===== src/rtl/nvb_pkg.sv =====
package nvb_pkg;

   typedef enum logic [1:0] {
      OFF_PTR_LO = 2'd0,
      OFF_PTR_HI = 2'd1,
      OFF_SPARE  = 2'd2,
      OFF_DATA   = 2'd3
   } nvb_off_e;

   localparam int unsigned PTR_W     = 16;
   localparam logic [7:0]  NVB_BLANK = 8'hFF;

endpackage


===== src/rtl/nvb_pointer.sv =====
module nvb_pointer
   import nvb_pkg::*;
(
   input  logic             clk,
   input  logic             rst_n,
   input  logic             ld_lo,
   input  logic             ld_hi,
   input  logic             clr,
   input  logic [7:0]       din,
   output logic [PTR_W-1:0] ptr
);

   logic [PTR_W-1:0] ptr_q;

   always_ff @(posedge clk) begin
      if (!rst_n) begin
         ptr_q <= '0;
      end else if (clr) begin
         ptr_q <= '0;
      end else begin
         if (ld_lo) ptr_q[7:0]  <= din;
         if (ld_hi) ptr_q[15:8] <= din;
      end
   end

   assign ptr = ptr_q;

   // a low load keeps the high half
   p_low_load_r1: assert property (@(posedge clk) disable iff (!rst_n)
      (ld_lo && !ld_hi && !clr) |=> (ptr[7:0] == $past(din)) && (ptr[15:8] == $past(ptr[15:8])));

   // a high load keeps the low half
   p_high_load_r2: assert property (@(posedge clk) disable iff (!rst_n)
      (ld_hi && !ld_lo && !clr) |=> (ptr[15:8] == $past(din)) && (ptr[7:0] == $past(ptr[7:0])));

   // a data store returns the pointer to zero
   p_clear_after_store_r3: assert property (@(posedge clk) disable iff (!rst_n)
      clr |=> (ptr == '0));

endmodule


===== src/rtl/nvb_guard.sv =====
module nvb_guard
   import nvb_pkg::*;
#(
   parameter int unsigned MEM_SIZE  = 8192,
   parameter int unsigned NUM_LOCKS = 2,
   parameter int unsigned LOCK_BASE = 32'h20,
   parameter int unsigned LOCK_SPAN = 16
) (
   input  logic                 clk,
   input  logic                 rst_n,
   input  logic [NUM_LOCKS-1:0] flip,
   input  logic [PTR_W-1:0]     addr,
   output logic                 allow
);

   localparam int unsigned MAX_SPACE = 1 << PTR_W;

   logic [NUM_LOCKS-1:0] lock_q;
   logic [NUM_LOCKS-1:0] hit;
   logic                 in_range;

   always_ff @(posedge clk) begin
      if (!rst_n) lock_q <= '0;
      else        lock_q <= lock_q ^ flip;
   end

   for (genvar g = 0; g < NUM_LOCKS; g++) begin : g_win
      localparam int unsigned LO = LOCK_BASE + g * LOCK_SPAN;
      localparam int unsigned HI = LO + LOCK_SPAN;
      assign hit[g] = (32'(addr) >= LO) && (32'(addr) < HI);

      // each request inverts exactly its own bit
      p_flip_inverts_r6: assert property (@(posedge clk) disable iff (!rst_n)
         flip[g] |=> (lock_q[g] != $past(lock_q[g])));
      p_hold_without_flip_r6: assert property (@(posedge clk) disable iff (!rst_n)
         !flip[g] |=> $stable(lock_q[g]));
      // a set lock over this window denies access
      p_locked_denies_r5: assert property (@(posedge clk) disable iff (!rst_n)
         (lock_q[g] && (32'(addr) >= LO) && (32'(addr) < HI)) |-> !allow);
   end

   if (MEM_SIZE >= MAX_SPACE) begin : g_full_space
      assign in_range = 1'b1;
   end else begin : g_bounded
      assign in_range = 32'(addr) < MEM_SIZE;
   end

   assign allow = in_range && !(|(hit & lock_q));

endmodule


===== src/rtl/nvb_rdpath.sv =====
module nvb_rdpath
   import nvb_pkg::*;
(
   input  logic       clk,
   input  logic       rst_n,
   input  logic       rd_any,
   input  logic       rd_pass,
   input  logic [7:0] ram_rdata,
   output logic [7:0] io_rdata,
   output logic       io_rvalid
);

   logic valid_q;
   logic pass_q;

   always_ff @(posedge clk) begin
      if (!rst_n) begin
         valid_q <= 1'b0;
         pass_q  <= 1'b0;
      end else begin
         valid_q <= rd_any;
         pass_q  <= rd_any && rd_pass;
      end
   end

   assign io_rvalid = valid_q;
   assign io_rdata  = pass_q ? ram_rdata : NVB_BLANK;

endmodule


===== src/rtl/nvram_index_bridge.sv =====
module nvram_index_bridge
   import nvb_pkg::*;
#(
   parameter int unsigned MEM_SIZE  = 8192,
   parameter int unsigned NUM_LOCKS = 2,
   parameter int unsigned LOCK_BASE = 32'h20,
   parameter int unsigned LOCK_SPAN = 16,
   localparam int unsigned AW = (MEM_SIZE > 2) ? $clog2(MEM_SIZE) : 1
) (
   input  logic                 clk,
   input  logic                 rst_n,
   input  logic [1:0]           io_off,
   input  logic                 io_wr,
   input  logic                 io_rd,
   input  logic [7:0]           io_wdata,
   output logic [7:0]           io_rdata,
   output logic                 io_rvalid,
   input  logic [NUM_LOCKS-1:0] lock_flip,
   output logic [AW-1:0]        ram_addr,
   output logic                 ram_we,
   output logic                 ram_re,
   output logic [7:0]           ram_wdata,
   input  logic [7:0]           ram_rdata
);

   if (MEM_SIZE < 2 || MEM_SIZE > (1 << PTR_W)) begin : g_bad_size
      $error("MEM_SIZE must lie in 2..65536");
   end
   if (NUM_LOCKS < 1) begin : g_bad_locks
      $error("NUM_LOCKS must be at least 1");
   end
   if (LOCK_SPAN < 1 || (LOCK_BASE + NUM_LOCKS * LOCK_SPAN) > (1 << PTR_W)) begin : g_bad_win
      $error("lock windows must fit in the 16-bit space");
   end

   logic [PTR_W-1:0] ptr;
   logic             allow;
   logic             rd_any;
   logic             data_wr;
   logic             data_rd;

   assign rd_any  = io_rd && !io_wr;
   assign data_wr = io_wr && (io_off == OFF_DATA);
   assign data_rd = rd_any && (io_off == OFF_DATA);

   nvb_pointer u_ptr (
      .clk   (clk),
      .rst_n (rst_n),
      .ld_lo (io_wr && (io_off == OFF_PTR_LO)),
      .ld_hi (io_wr && (io_off == OFF_PTR_HI)),
      .clr   (data_wr),
      .din   (io_wdata),
      .ptr   (ptr)
   );

   nvb_guard #(
      .MEM_SIZE  (MEM_SIZE),
      .NUM_LOCKS (NUM_LOCKS),
      .LOCK_BASE (LOCK_BASE),
      .LOCK_SPAN (LOCK_SPAN)
   ) u_guard (
      .clk   (clk),
      .rst_n (rst_n),
      .flip  (lock_flip),
      .addr  (ptr),
      .allow (allow)
   );

   assign ram_we    = data_wr && allow;
   assign ram_re    = data_rd && allow;
   assign ram_addr  = ptr[AW-1:0];
   assign ram_wdata = io_wdata;

   nvb_rdpath u_rd (
      .clk       (clk),
      .rst_n     (rst_n),
      .rd_any    (rd_any),
      .rd_pass   (ram_re),
      .ram_rdata (ram_rdata),
      .io_rdata  (io_rdata),
      .io_rvalid (io_rvalid)
   );

   // a read strobe is answered in the next cycle
   p_read_answer_r4: assert property (@(posedge clk) disable iff (!rst_n)
      rd_any |=> io_rvalid);

   // a data read leaves the pointer alone
   p_read_keeps_ptr_r4: assert property (@(posedge clk) disable iff (!rst_n)
      rd_any |=> $stable(ptr));

   // no RAM traffic outside the memory
   p_no_oob_traffic_r7: assert property (@(posedge clk) disable iff (!rst_n)
      (ram_we || ram_re) |-> (32'(ptr) < MEM_SIZE));

   // control offsets read back as blank
   p_ctrl_read_blank_r8: assert property (@(posedge clk) disable iff (!rst_n)
      (rd_any && (io_off != OFF_DATA)) |=> (io_rdata == NVB_BLANK));

   // spare offset write leaves the pointer alone
   p_spare_write_inert_r8: assert property (@(posedge clk) disable iff (!rst_n)
      (io_wr && (io_off == OFF_SPARE)) |=> $stable(ptr));

   // RAM write only in a data-write cycle
   p_we_needs_strobe_r10: assert property (@(posedge clk) disable iff (!rst_n)
      ram_we |-> (io_wr && (io_off == OFF_DATA) && !ram_re));

endmodule


===== config.mk =====
export PLATFORM = sky130hd
export DESIGN_NAME = nvram_index_bridge
export DESIGN_NICKNAME = d
export VERILOG_FILES = /design/src/rtl/nvb_pkg.sv /design/src/rtl/nvb_pointer.sv /design/src/rtl/nvb_guard.sv /design/src/rtl/nvb_rdpath.sv /design/src/rtl/nvram_index_bridge.sv
export SDC_FILE = /design/constraint.sdc
export NUM_CORES = 1
export LEC_CHECK = 0
export BUFFER_PORTS_ARGS = -buffer_cell sky130_fd_sc_hd__buf_2
export CAP_MARGIN = 20
export CORE_AREA = 2 2 53 55
export DETAILED_ROUTE_END_ITERATION = 7
export DIE_AREA = 0 0 55 57
export GPL_TIMING_DRIVEN = 0
export PLACE_DENSITY = 0.72
export SYNTH_ARGS = -nofsm -noshare
export SYNTH_HDL_FRONTEND = slang
export SYNTH_SLANG_ARGS = --single-unit
export TNS_END_PERCENT = 30

===== constraint.sdc =====
create_clock -name clk -period 1.95 [get_ports clk]
set_input_delay 0.0975 -clock clk [delete_from_list [all_inputs] [get_ports clk]]
set_output_delay 0.0975 -clock clk [all_outputs]
set_load 0.1 [all_outputs]

==> impl_metrics.tcl <==
set metrics [dict create \
    synth_sequential_area_ratio_pct 40.4 \
    layout_commonest_cell "buf_2" \
    placed_cell_area_um2 1320 \
    routed_wire_length_per_instance_um 10.7 \
    gp_congestion 0.708 \
    finClkSkew_ns 0.00153 \
    critical_path_arrival_ns 1.86 \
    post_route_cells_drive_above_1_share_pct 57.0 \
    p_per_area_nw_per_um2 686 \
    critical_path.startpoint_type "register" \
    ios 56 \
    postSynthCellCount 103 \
    groute.usage.overall_pct 13.7 \
    violations_in_the_final_reports "setup timing" \
    via_per_inst 4.60 \
    timing.rr.end "u_rd.pass_q" \
    post-route-min-period_ns 1.96 \
    placement.setup.worst_slack_ns 0.0717 \
    final_min_period_over_clock_period_pct 100 \
    final_cell_mix "55 x buf_2, 24 x buf_4, 18 x dfxtp_1" \
    firstDrtPassIters 4 \
    synthesis.nets 127 \
    final_critical_path_setup_slack_ns -0.00860 \
    initial_detailed_routing_violation_count 4 \
    grt_first_pass_wirelength_um 3210 \
    min_delay_path_depth 2 \
    transition_time_of_the_tightest_slew_check_pin_ns 0.489 \
    r2r_setup_slk_ns 0.47 \
    detailroute.via_count 901 \
    drv_cap 0 \
    yosys_warnings 0 \
    timing.rr.start "u_ptr.ptr[11]" \
    type_of_destination_of_the_critical_path "primary output" \
    clock_insertion_delay_worst_skew_ns 0.30 \
    tritoncts "done" \
    syn_area_um2 992 \
    ys_seq_elements 20 \
    maximum_number_of_pins_on_one_net_before_global_route_repair 12 \
    core-area_um2 2620 \
    setup.worst_path.class "register to primary output" \
    holdPathEnd "u_guard.lock_q[1]" \
    final_layout_net_count 190 \
    port_buffers 55 \
    post_synth.cell_area_avg_um2 9.63 \
    worstPathRequired_ns 1.85 \
    postRouteAntennaNets 0 \
    die_w_um 55 \
    timing.reg2reg.worst_path_depth 4 \
    start_util_pct 37.9 \
    yosysUniqueCellTypes 21 \
    vdd_ir_drop_max_v 0.000562 \
    min-delay-start "rst_n" \
    clock_tree.root_cell "clkbuf_4" \
    cts_buffer_depth 2 \
    cts_sinks 20 \
    drv_slew 0 \
    postLayoutCellArea_um2 1410 \
    max-slew-margin-rel_pct 67.7 \
    multi_input_gate_area_in_the_final_layout_um2 443 \
    final.fill_count 269 \
    clkTransAtPathRegs_ns 0.11 \
    insertedDiodeCount 0 \
    cp_max_fo 2 \
    fp.dieArea_um2 3140 \
    number_of_global_route_vias_before_repair 785 \
    power_leakage_nw 0.742 \
    outcome "finished with violations" \
    grt_setup_unrepaired "true" \
    hpwl_um 1650 \
    sequential_cell_area_um2 403 \
    globalRouteOverflowTotal 0 \
    final-setup-viol-count 1 \
    cts_inserted_buffers 3 \
    area_growth_syn_to_layout_pct 42.2 \
    rows 19 \
    die_height_um 57 \
    antenna_found_initial 0 \
    finalHoldViolations 0 \
    min_path_type "input pin to register" \
    route.detailed.drc 0 \
    number_of_levels_the_h_tree_was_split_into 1 \
    routed_wl_um 2100 \
    achievable-frequency_mhz 511 \
]
==> report_power, final <==
group | leakage (nW) | internal, mW | switching [mW]
registers | 0.164 | 0.424 | 0.0105
clock network | 0.0210 | 0.114 | 0.127
logic | 0.557 | 0.0854 | 0.206
==> cells in the mapped netlist <==
library cell   n  share of area, %
nor2_1        17               6.4
nor3_2         1               1.0
mux2i_1       17                17
and2_1         2               1.3
buf_2          2               1.0
nand3b_1       1              0.76
dfxtp_1       20                40
clkbuf_1       1              0.38
nor3b_1        1              0.76
buf_4         21                16
or4b_4         1               1.4
nand2b_1       8               5.0
or4_1          1              0.76
nand3_1        1              0.50
or4b_2         1               1.0
or3_4          1               1.1
nor3_1         1              0.50
nor3b_2        1               1.3
nand2_1        2              0.76
xor2_1         2               1.8
and3b_1        1              0.88
==> worst max path at each step <==
stage	from	to	slack (ns)	cells past startpoint
floorplan	u_ptr.ptr[13]	ram_we	-0.03	2
global placement	u_ptr.ptr[11]	ram_we	0.08	4
detailed placement	u_ptr.ptr[11]	ram_we	0.07	4
CTS	u_ptr.ptr[13]	ram_re	-0.03	4
global route	u_ptr.ptr[14]	ram_re	-0.05	4
finish	u_ptr.ptr[15]	ram_re	-0.009	4
==> registers in the layout, summed over array words and instances (netlist names) <==
name	count
u_rd.io_rvalid	1
u_rd.pass_q	1
u_guard.lock_q	2
u_ptr.ptr	16
==> through the flow <==
step | setup TNS, ns | hold WS, ns | std cells | total power, mW | utilization (%)
after floorplan | -0.0301 | 0.219 | 103 | 0.669 | -
after global placement | 0 | 0.360 | 189 | 0.724 | 50.4
after detailed placement | 0 | 0.362 | 189 | 0.727 | 50.4
after CTS | -0.0317 | 0.0416 | 194 | 0.975 | 53.3
after global routing | -0.0521 | 0.0572 | 196 | 1.01 | 54.0
final | -0.00860 | 0.0425 | 196 | 0.968 | 54.0
==> final cells by class <==
type | count | share of cell area, %
repair buffers | 58 | 22.6
well taps | 31 | 2.75
clock buffers | 4 | 2.57
multi-input cells | 59 | 31.4
plain buffers | 24 | 12.1
flip-flops and latches | 20 | 28.5
==> routing by layer <==
metal	GRT usage [%]	wire length [um]
met2	23.3	1050
met1	16.4	813
met4	2.09	0
met3	5.24	236
met5	0	0
==> worst max-delay path: stages (launching register included) <==
cell	delay (ns)
dfxtp_2	0.34
or3_4	0.38
or4b_4	0.52
nor2_4	0.15
buf_12	0.18
==> timing repair <==
action                                  in CTS  in global routing
gates cloned                                 0                  0
resized for setup                            8                  2
endpoints found under the setup margin       2                  2
hold buffers                                 0                  0
pin swaps                                    1                  4
setup buffers                                1                  2
==> cell families (layout without fill, tap and decap cells) <==
group                     count (synthesis)  in the layout  synth area share, %
and+or+nand+nor                          40             40                 23.5
xor gates and xnor gates                  2              2                 1.77
muxes                                    17             17                 17.1
buffers and inverters                    24             86                 17.3
DFF                                      20             20                 40.4
Power figures use the tool's default switching activity.
